==> config.mk <==
export PLATFORM = sky130hd
export DESIGN_NAME = clkmode_pll_ctrl
export DESIGN_NICKNAME = d
export VERILOG_FILES = /design/src/rtl/clkmode_pkg.sv /design/src/rtl/clkmode_decode.sv /design/src/rtl/clkmode_timer.sv /design/src/rtl/clkmode_auxpin.sv /design/src/rtl/clkmode_pll_ctrl.sv
export SDC_FILE = /design/constraint.sdc
export NUM_CORES = 1
export LEC_CHECK = 0
export ABC_AREA = 1
export BUFFER_PORTS_ARGS = -buffer_cell sky130_fd_sc_hd__buf_4
export CAP_MARGIN = 20
export CELL_PAD_IN_SITES_DETAIL_PLACEMENT = 2
export CELL_PAD_IN_SITES_GLOBAL_PLACEMENT = 2
export CORE_MARGIN = 3
export CORE_UTILIZATION = 32
export CTS_CLUSTER_DIAMETER = 30
export CTS_CLUSTER_SIZE = 10
export DETAILED_ROUTE_END_ITERATION = 7
export HOLD_SLACK_MARGIN = 0.15
export PLACE_DENSITY_LB_ADDON = 0.1
export SYNTH_ARGS = -nofsm -noshare
export SYNTH_HDL_FRONTEND = slang
export SYNTH_HIERARCHICAL = 1
export SYNTH_SLANG_ARGS = --single-unit
==> constraint.sdc <==
create_clock -name clk_ref -period 1.95 [get_ports clk_ref]
set_clock_uncertainty 0.05 [all_clocks]
set_input_delay 0.195 -clock clk_ref [delete_from_list [all_inputs] [get_ports clk_ref]]
set_output_delay 0.195 -clock clk_ref [all_outputs]
set_load 0.03 [all_outputs]
==> src/rtl/clkmode_pkg.sv <==
package clkmode_pkg;

   localparam int CODE_W = 4;

   localparam logic [CODE_W-1:0] CM_LOWPWR     = 4'd0;
   localparam logic [CODE_W-1:0] CM_XTAL       = 4'd1;
   localparam logic [CODE_W-1:0] CM_XTAL_HS    = 4'd2;
   localparam logic [CODE_W-1:0] CM_RC         = 4'd3;
   localparam logic [CODE_W-1:0] CM_EXT        = 4'd4;
   localparam logic [CODE_W-1:0] CM_EXT_IO     = 4'd5;
   localparam logic [CODE_W-1:0] CM_XTAL_HS_X4 = 4'd6;
   localparam logic [CODE_W-1:0] CM_EXT_X4     = 4'd7;
   localparam logic [CODE_W-1:0] CM_EXT_IO_X4  = 4'd8;

   typedef struct packed {
      logic mul_ok;     // multiplier may be enabled
      logic mul_fixed;  // multiplier forced on by the code
      logic ext_src;    // external clock source, startup wait applies
      logic aux_gpio;   // auxiliary pin handed to port logic
   } clkmode_attr_t;

endpackage

==> src/rtl/clkmode_decode.sv <==
module clkmode_decode
   import clkmode_pkg::*;
#(
   parameter int MODE_W = 4
) (
   input  logic [MODE_W-1:0] mode_cfg,
   output clkmode_attr_t     attr
);

   if (MODE_W < CODE_W) begin : g_bad_width
      $error("clkmode_decode: MODE_W must be at least %0d", CODE_W);
   end

   localparam int HI_W = (MODE_W > CODE_W) ? MODE_W - CODE_W : 1;

   logic [CODE_W-1:0] code;
   logic              high_set;

   assign code = mode_cfg[CODE_W-1:0];

   if (MODE_W > CODE_W) begin : g_wide
      logic [HI_W-1:0] hi_bits;
      assign hi_bits  = mode_cfg[MODE_W-1:MODE_W-HI_W];
      assign high_set = |hi_bits;
   end else begin : g_exact
      assign high_set = 1'b0;
   end

   always_comb begin
      attr = '{mul_ok: 1'b0, mul_fixed: 1'b0, ext_src: 1'b1, aux_gpio: 1'b0};
      if (!high_set) begin
         unique case (code)
            CM_LOWPWR, CM_XTAL, CM_RC:
               attr = '{mul_ok: 1'b0, mul_fixed: 1'b0, ext_src: 1'b0, aux_gpio: 1'b0};
            CM_XTAL_HS:
               attr = '{mul_ok: 1'b1, mul_fixed: 1'b0, ext_src: 1'b0, aux_gpio: 1'b0};
            CM_EXT:
               attr = '{mul_ok: 1'b1, mul_fixed: 1'b0, ext_src: 1'b1, aux_gpio: 1'b0};
            CM_EXT_IO:
               attr = '{mul_ok: 1'b1, mul_fixed: 1'b0, ext_src: 1'b1, aux_gpio: 1'b1};
            CM_XTAL_HS_X4:
               attr = '{mul_ok: 1'b1, mul_fixed: 1'b1, ext_src: 1'b0, aux_gpio: 1'b0};
            CM_EXT_X4:
               attr = '{mul_ok: 1'b1, mul_fixed: 1'b1, ext_src: 1'b1, aux_gpio: 1'b0};
            CM_EXT_IO_X4:
               attr = '{mul_ok: 1'b1, mul_fixed: 1'b1, ext_src: 1'b1, aux_gpio: 1'b1};
            default:
               attr = '{mul_ok: 1'b0, mul_fixed: 1'b0, ext_src: 1'b1, aux_gpio: 1'b0};
         endcase
      end
   end

endmodule

==> src/rtl/clkmode_timer.sv <==
module clkmode_timer #(
   parameter int LIMIT = 16
) (
   input  logic clk_ref,
   input  logic rst_n,
   input  logic restart,
   input  logic run,
   output logic done
);

   if (LIMIT < 0) begin : g_bad_limit
      $error("clkmode_timer: LIMIT must not be negative");
   end

   if (LIMIT == 0) begin : g_none
      assign done = 1'b1;
   end else begin : g_count
      localparam int CNT_W = $clog2(LIMIT + 1);
      localparam logic [CNT_W-1:0] END_VAL = CNT_W'(LIMIT);

      logic [CNT_W-1:0] cnt_q;

      always_ff @(posedge clk_ref or negedge rst_n) begin
         if (!rst_n) begin
            cnt_q <= '0;
         end else if (restart) begin
            cnt_q <= '0;
         end else if (run && (cnt_q != END_VAL)) begin
            cnt_q <= cnt_q + 1'b1;
         end
      end

      assign done = (cnt_q == END_VAL);
   end

endmodule

==> src/rtl/clkmode_auxpin.sv <==
module clkmode_auxpin #(
   parameter int DIV_LOG2 = 2
) (
   input  logic clk_ref,
   input  logic rst_n,
   input  logic drive_clk,
   input  logic hand_to_port,
   input  logic gpio_out,
   input  logic gpio_oe,
   output logic aux_out,
   output logic aux_oe
);

   if (DIV_LOG2 < 1) begin : g_bad_div
      $error("clkmode_auxpin: DIV_LOG2 must be at least 1");
   end

   logic [DIV_LOG2-1:0] div_q;

   always_ff @(posedge clk_ref or negedge rst_n) begin
      if (!rst_n) begin
         div_q <= '0;
      end else begin
         div_q <= div_q + 1'b1;
      end
   end

   always_comb begin
      if (hand_to_port) begin
         aux_out = gpio_out;
         aux_oe  = gpio_oe;
      end else if (drive_clk) begin
         aux_out = div_q[DIV_LOG2-1];
         aux_oe  = 1'b1;
      end else begin
         aux_out = 1'b0;
         aux_oe  = 1'b0;
      end
   end

endmodule

==> src/rtl/clkmode_pll_ctrl.sv <==
module clkmode_pll_ctrl
   import clkmode_pkg::*;
#(
   parameter int LOCK_CYCLES  = 40,
   parameter int START_CYCLES = 12,
   parameter int MODE_W       = 4,
   parameter int DIV_LOG2     = 2
) (
   input  logic              clk_ref,
   input  logic              rst_n,
   input  logic              sleep_req,
   input  logic              wake_evt,
   input  logic [MODE_W-1:0] mode_cfg,
   input  logic              pll_en_wr,
   input  logic              pll_en_wdata,
   input  logic              pll_lock,
   input  logic              gpio_out,
   input  logic              gpio_oe,
   output logic              clk_sel_4x,
   output logic              pll_enable,
   output logic              exec_ready,
   output logic              aux_out,
   output logic              aux_oe
);

   if (LOCK_CYCLES < 1) begin : g_bad_lock
      $error("clkmode_pll_ctrl: LOCK_CYCLES must be at least 1");
   end
   if (START_CYCLES < 0) begin : g_bad_start
      $error("clkmode_pll_ctrl: START_CYCLES must not be negative");
   end

   clkmode_attr_t attr;
   logic          sw_en_q;
   logic          asleep_q;
   logic          ready_q;
   logic          mul_want;
   logic          lock_done;
   logic          start_done;
   logic          start_ok;
   logic          go_sleep;

   clkmode_decode #(.MODE_W(MODE_W)) u_decode (
      .mode_cfg (mode_cfg),
      .attr     (attr)
   );

   // software enable bit: cleared by reset, writable only where allowed
   always_ff @(posedge clk_ref or negedge rst_n) begin
      if (!rst_n) begin
         sw_en_q <= 1'b0;
      end else if (pll_en_wr && attr.mul_ok && !attr.mul_fixed) begin
         sw_en_q <= pll_en_wdata;
      end
   end

   assign go_sleep = sleep_req && !wake_evt;

   always_ff @(posedge clk_ref or negedge rst_n) begin
      if (!rst_n) begin
         asleep_q <= 1'b0;
      end else if (wake_evt) begin
         asleep_q <= 1'b0;
      end else if (sleep_req) begin
         asleep_q <= 1'b1;
      end
   end

   assign mul_want = attr.mul_ok && (attr.mul_fixed || sw_en_q);

   clkmode_timer #(.LIMIT(LOCK_CYCLES)) u_lock_tmr (
      .clk_ref (clk_ref),
      .rst_n   (rst_n),
      .restart (wake_evt || !mul_want),
      .run     (!asleep_q),
      .done    (lock_done)
   );

   clkmode_timer #(.LIMIT(START_CYCLES)) u_start_tmr (
      .clk_ref (clk_ref),
      .rst_n   (rst_n),
      .restart (wake_evt),
      .run     (!asleep_q),
      .done    (start_done)
   );

   assign start_ok = start_done || !attr.ext_src;

   always_ff @(posedge clk_ref or negedge rst_n) begin
      if (!rst_n) begin
         ready_q <= 1'b0;
      end else if (asleep_q || go_sleep) begin
         ready_q <= 1'b0;
      end else if (start_ok && (!mul_want || (lock_done && pll_lock))) begin
         ready_q <= 1'b1;
      end
   end

   assign pll_enable = mul_want && !asleep_q;
   assign clk_sel_4x = pll_enable && lock_done && pll_lock;
   assign exec_ready = ready_q;

   clkmode_auxpin #(.DIV_LOG2(DIV_LOG2)) u_aux (
      .clk_ref      (clk_ref),
      .rst_n        (rst_n),
      .drive_clk    (attr.ext_src),
      .hand_to_port (attr.ext_src && attr.aux_gpio),
      .gpio_out     (gpio_out),
      .gpio_oe      (gpio_oe),
      .aux_out      (aux_out),
      .aux_oe       (aux_oe)
   );

endmodule

==> results.md <==
* Status: finished with violations
* Failing checks: setup timing
* Non-filler cells in the finished layout at 196
* Global Route Usage Sum at 17.6%
* Clock Tree Buf Depth at 2
* Layout area overhead at 28.4%
* Crit path kind: flop to primary output
* Dpl cells at 183
* Reg2Reg Setup Slack at 300 ps
* Maximum VDD drop at 329 uV
* Syn Nets at 152
* Port bufs at 17
* Slew HR at 83.9%
* Vias at 982
* Cell leakage power at 0.693 nW
* Final hold vios at 0
* Setup crit end kind: primary output
* F_max at 0.506 GHz
* Num CTS Buffers at 3
* Period utilization at 101%
* Synth cell types at 22
* Initial DRC Count at 29
* Yosys synthesis warning count at 6
* R2R depth at 9
* CTS root buffer: clkbuf_4
* R2R Path End: u_lock_tmr/g_count.cnt_q[0]
* Clock tree from TritonCTS: done
* Fin. max-slew vios at 0
* Main synth FF type: dfrtp_1
* Synthesized area at 973 um2
* Synthesis-stage register bit count at 15
* Async S/R FF share, synth at 100%
* Initial antenna violation count at 0
* Crit path arrival time at 1730 ps
* Share of cells above drive strength 1 at 26.1%
* Effective utilization at floorplan at 34.4%
* First-pass iteration count of the detailed router at 4
* # clock sinks at 15
* Critical path origin: u_lock_tmr/g_count.cnt_q[0]
* Synth Instances at 135
* Num rows at 19
* Max cap viols at 0
* Hold crit path type: primary input to async pin
* Core area at 0.00283 mm2
* Chip Width at 61.2 um
* Final setup fails at 1
* Syn Area/Cell at 7.21 um2
* Remaining DRCs at 0
* Final #Nets at 183
* End of the critical path: clk_sel_4x
* Final HPWL DP at 2100 um
* Reg area at 375 um2
* Via/cell ratio at 5.01
* Actual slew at the worst max-slew pin at 241 ps
* R2r startpoint: u_lock_tmr/g_count.cnt_q[0]
* WL/cell at 16.3 um
* Die Y at 61.2 um
* Antenna viol nets, final at 0
* Crit path time final at 1980 ps
* Multi-input gate area at 488 um2
* Routed WL at 3190 um
* Sequential fraction of the synthesis area at 38.6%
* Die area at 0.00374 mm2
* # diodes at 0
* Clock slew at reported path FFs at 110 ps
* Number of global-route vias before repair at 1058
* EDFF count, synth at 0
* Worst hold slack at 235 ps
* Global-route wire length before repair at 4750 um
* CP Max Fanout at 3
* PD cells at 570 mW/mm2
* Grt total ovfl at 0
* GPL Wtd Cong at 0.732
* Req. time, crit path at 1700 ps
* Setup ws final at -27.7 ps
* Crit start category: flop
* Worst-Skew Late Latency at 300 ps
* Fillers at 343
* H-tree depth at 1
* PostCTS Resize Cnt at 0
* IO Count at 18
* Setup TNS at -27.7 ps
* Largest net degree at the start of global routing at 16
power breakdown:
group	internal, W	switching [W]
Sequential	0.000326	0.0000132
Combinational	0.0000703	0.000102
Clock	0.0000766	0.000124
Total	0.000473	0.000240
worst min-delay path by stage:
stage / start / end / slack, ps / cells past startpoint
final: rst_n / u_lock_tmr/g_count.cnt_q[0] / 240 / 2
after global routing: rst_n / exec_ready / 230 / 2
after CTS: rst_n / exec_ready / 220 / 2
after detailed placement: rst_n / sw_en_q / 10 / 1
after global placement: rst_n / sw_en_q / 20 / 1
after floorplan: rst_n / asleep_q / -150 / 0
cell usage after synthesis, types with 2 or more instances:
master,instances,share of area (%)
nand2_1,41,16
nand2_2,5,3.2
ha_1,4,5.1
dfrtp_1,15,39
nand3_2,2,2.1
o21ai_1,3,1.5
inv_2,4,1.5
nor2_4,3,3.5
a21oi_1,3,1.5
o21ai_0,2,1.0
inv_1,23,8.9
nor2_1,4,1.5
nand3_1,13,6.7
nand4_1,5,3.2
placed cells by master (no fill, tap or decap), drive strengths merged:
| master | synthesis | routed |
|---|---|---|
| inv | 27 | 27 |
| o21a | 1 | 1 |
| o21ai | 5 | 5 |
| clkinv | 2 | 3 |
| dlygate4sd3 | 0 | 6 |
| nor3 | 1 | 1 |
| buf | 0 | 20 |
| nand2 | 46 | 46 |
| dfrtp | 15 | 15 |
| or2 | 1 | 1 |
| ha | 4 | 4 |
| nor2 | 8 | 8 |
| clkbuf | 0 | 3 |
| a21oi | 4 | 4 |
| nand4 | 5 | 5 |
| nand3 | 15 | 15 |
| xor2 | 1 | 1 |
cells by family after synthesis:
family	synth area share [%]
flip-flops	38.6
buffers and inverters	11.3
AO/OA/AOI/OAI	5.78
XOR/XNOR	0.900
AND/OR/NAND/NOR	38.3
adder cells (fa/ha/maj)	5.14
repair_timing:
item,CTS,global route
hold buffers,6,0
endpoints found under the hold margin,18,0
endpoints found under the setup margin,0,1
buffers inserted,0,3
per-layer routing:
metal / global-route usage (%) / wire (um) / vias up
met5: 0 / 0 / -
met4: 9.29 / 45 / 0
met3: 1.89 / 88 / 4
met2: 31.4 / 1690 / 16
met1: 20.7 / 1370 / 486
li1: - / - / 476
layout make-up:
type | instances | area share, %
Clock inverter | 1 | 0.400
Timing Repair Buffer | 26 | 16.8
Inverter | 29 | 8.81
Multi-Input combinational cell | 91 | 39.0
Clock buffer | 3 | 1.80
Sequential cell | 15 | 30.0
Tap cell | 31 | 3.10
through the flow:
step | area [um2] | setup slack (ps) | utilization [%] | total power, W
2_1_floorplan | 973 | 518 | - | 0.000432
3_3_place_gp | 1140 | 500 | 40.3 | 0.000487
3_5_place_dp | 1140 | 392 | 40.3 | 0.000495
4_1_cts | 1230 | 34.6 | 43.4 | 0.000711
5_1_grt | 1250 | -80.6 | 44.2 | 0.000753
6_report | 1250 | -27.7 | 44.2 | 0.000713
sequential cells by signal, indices dropped and copies added, names as in the netlist:
register	flops
u_start_tmr/g_count.cnt_q	4
asleep_q	1
u_lock_tmr/g_count.cnt_q	6
sw_en_q	1
exec_ready	1
u_aux/div_q	2
critical path: stages (launching register included):
cell and delay [ps]:
dfrtp_1 440, inv_1 110, ha_1 160, nand3_1 180
nor2_4 190, nand2_2 70, nor2_2 110, buf_4 160
No activity file was read; power rests on OpenSTA's default activity.
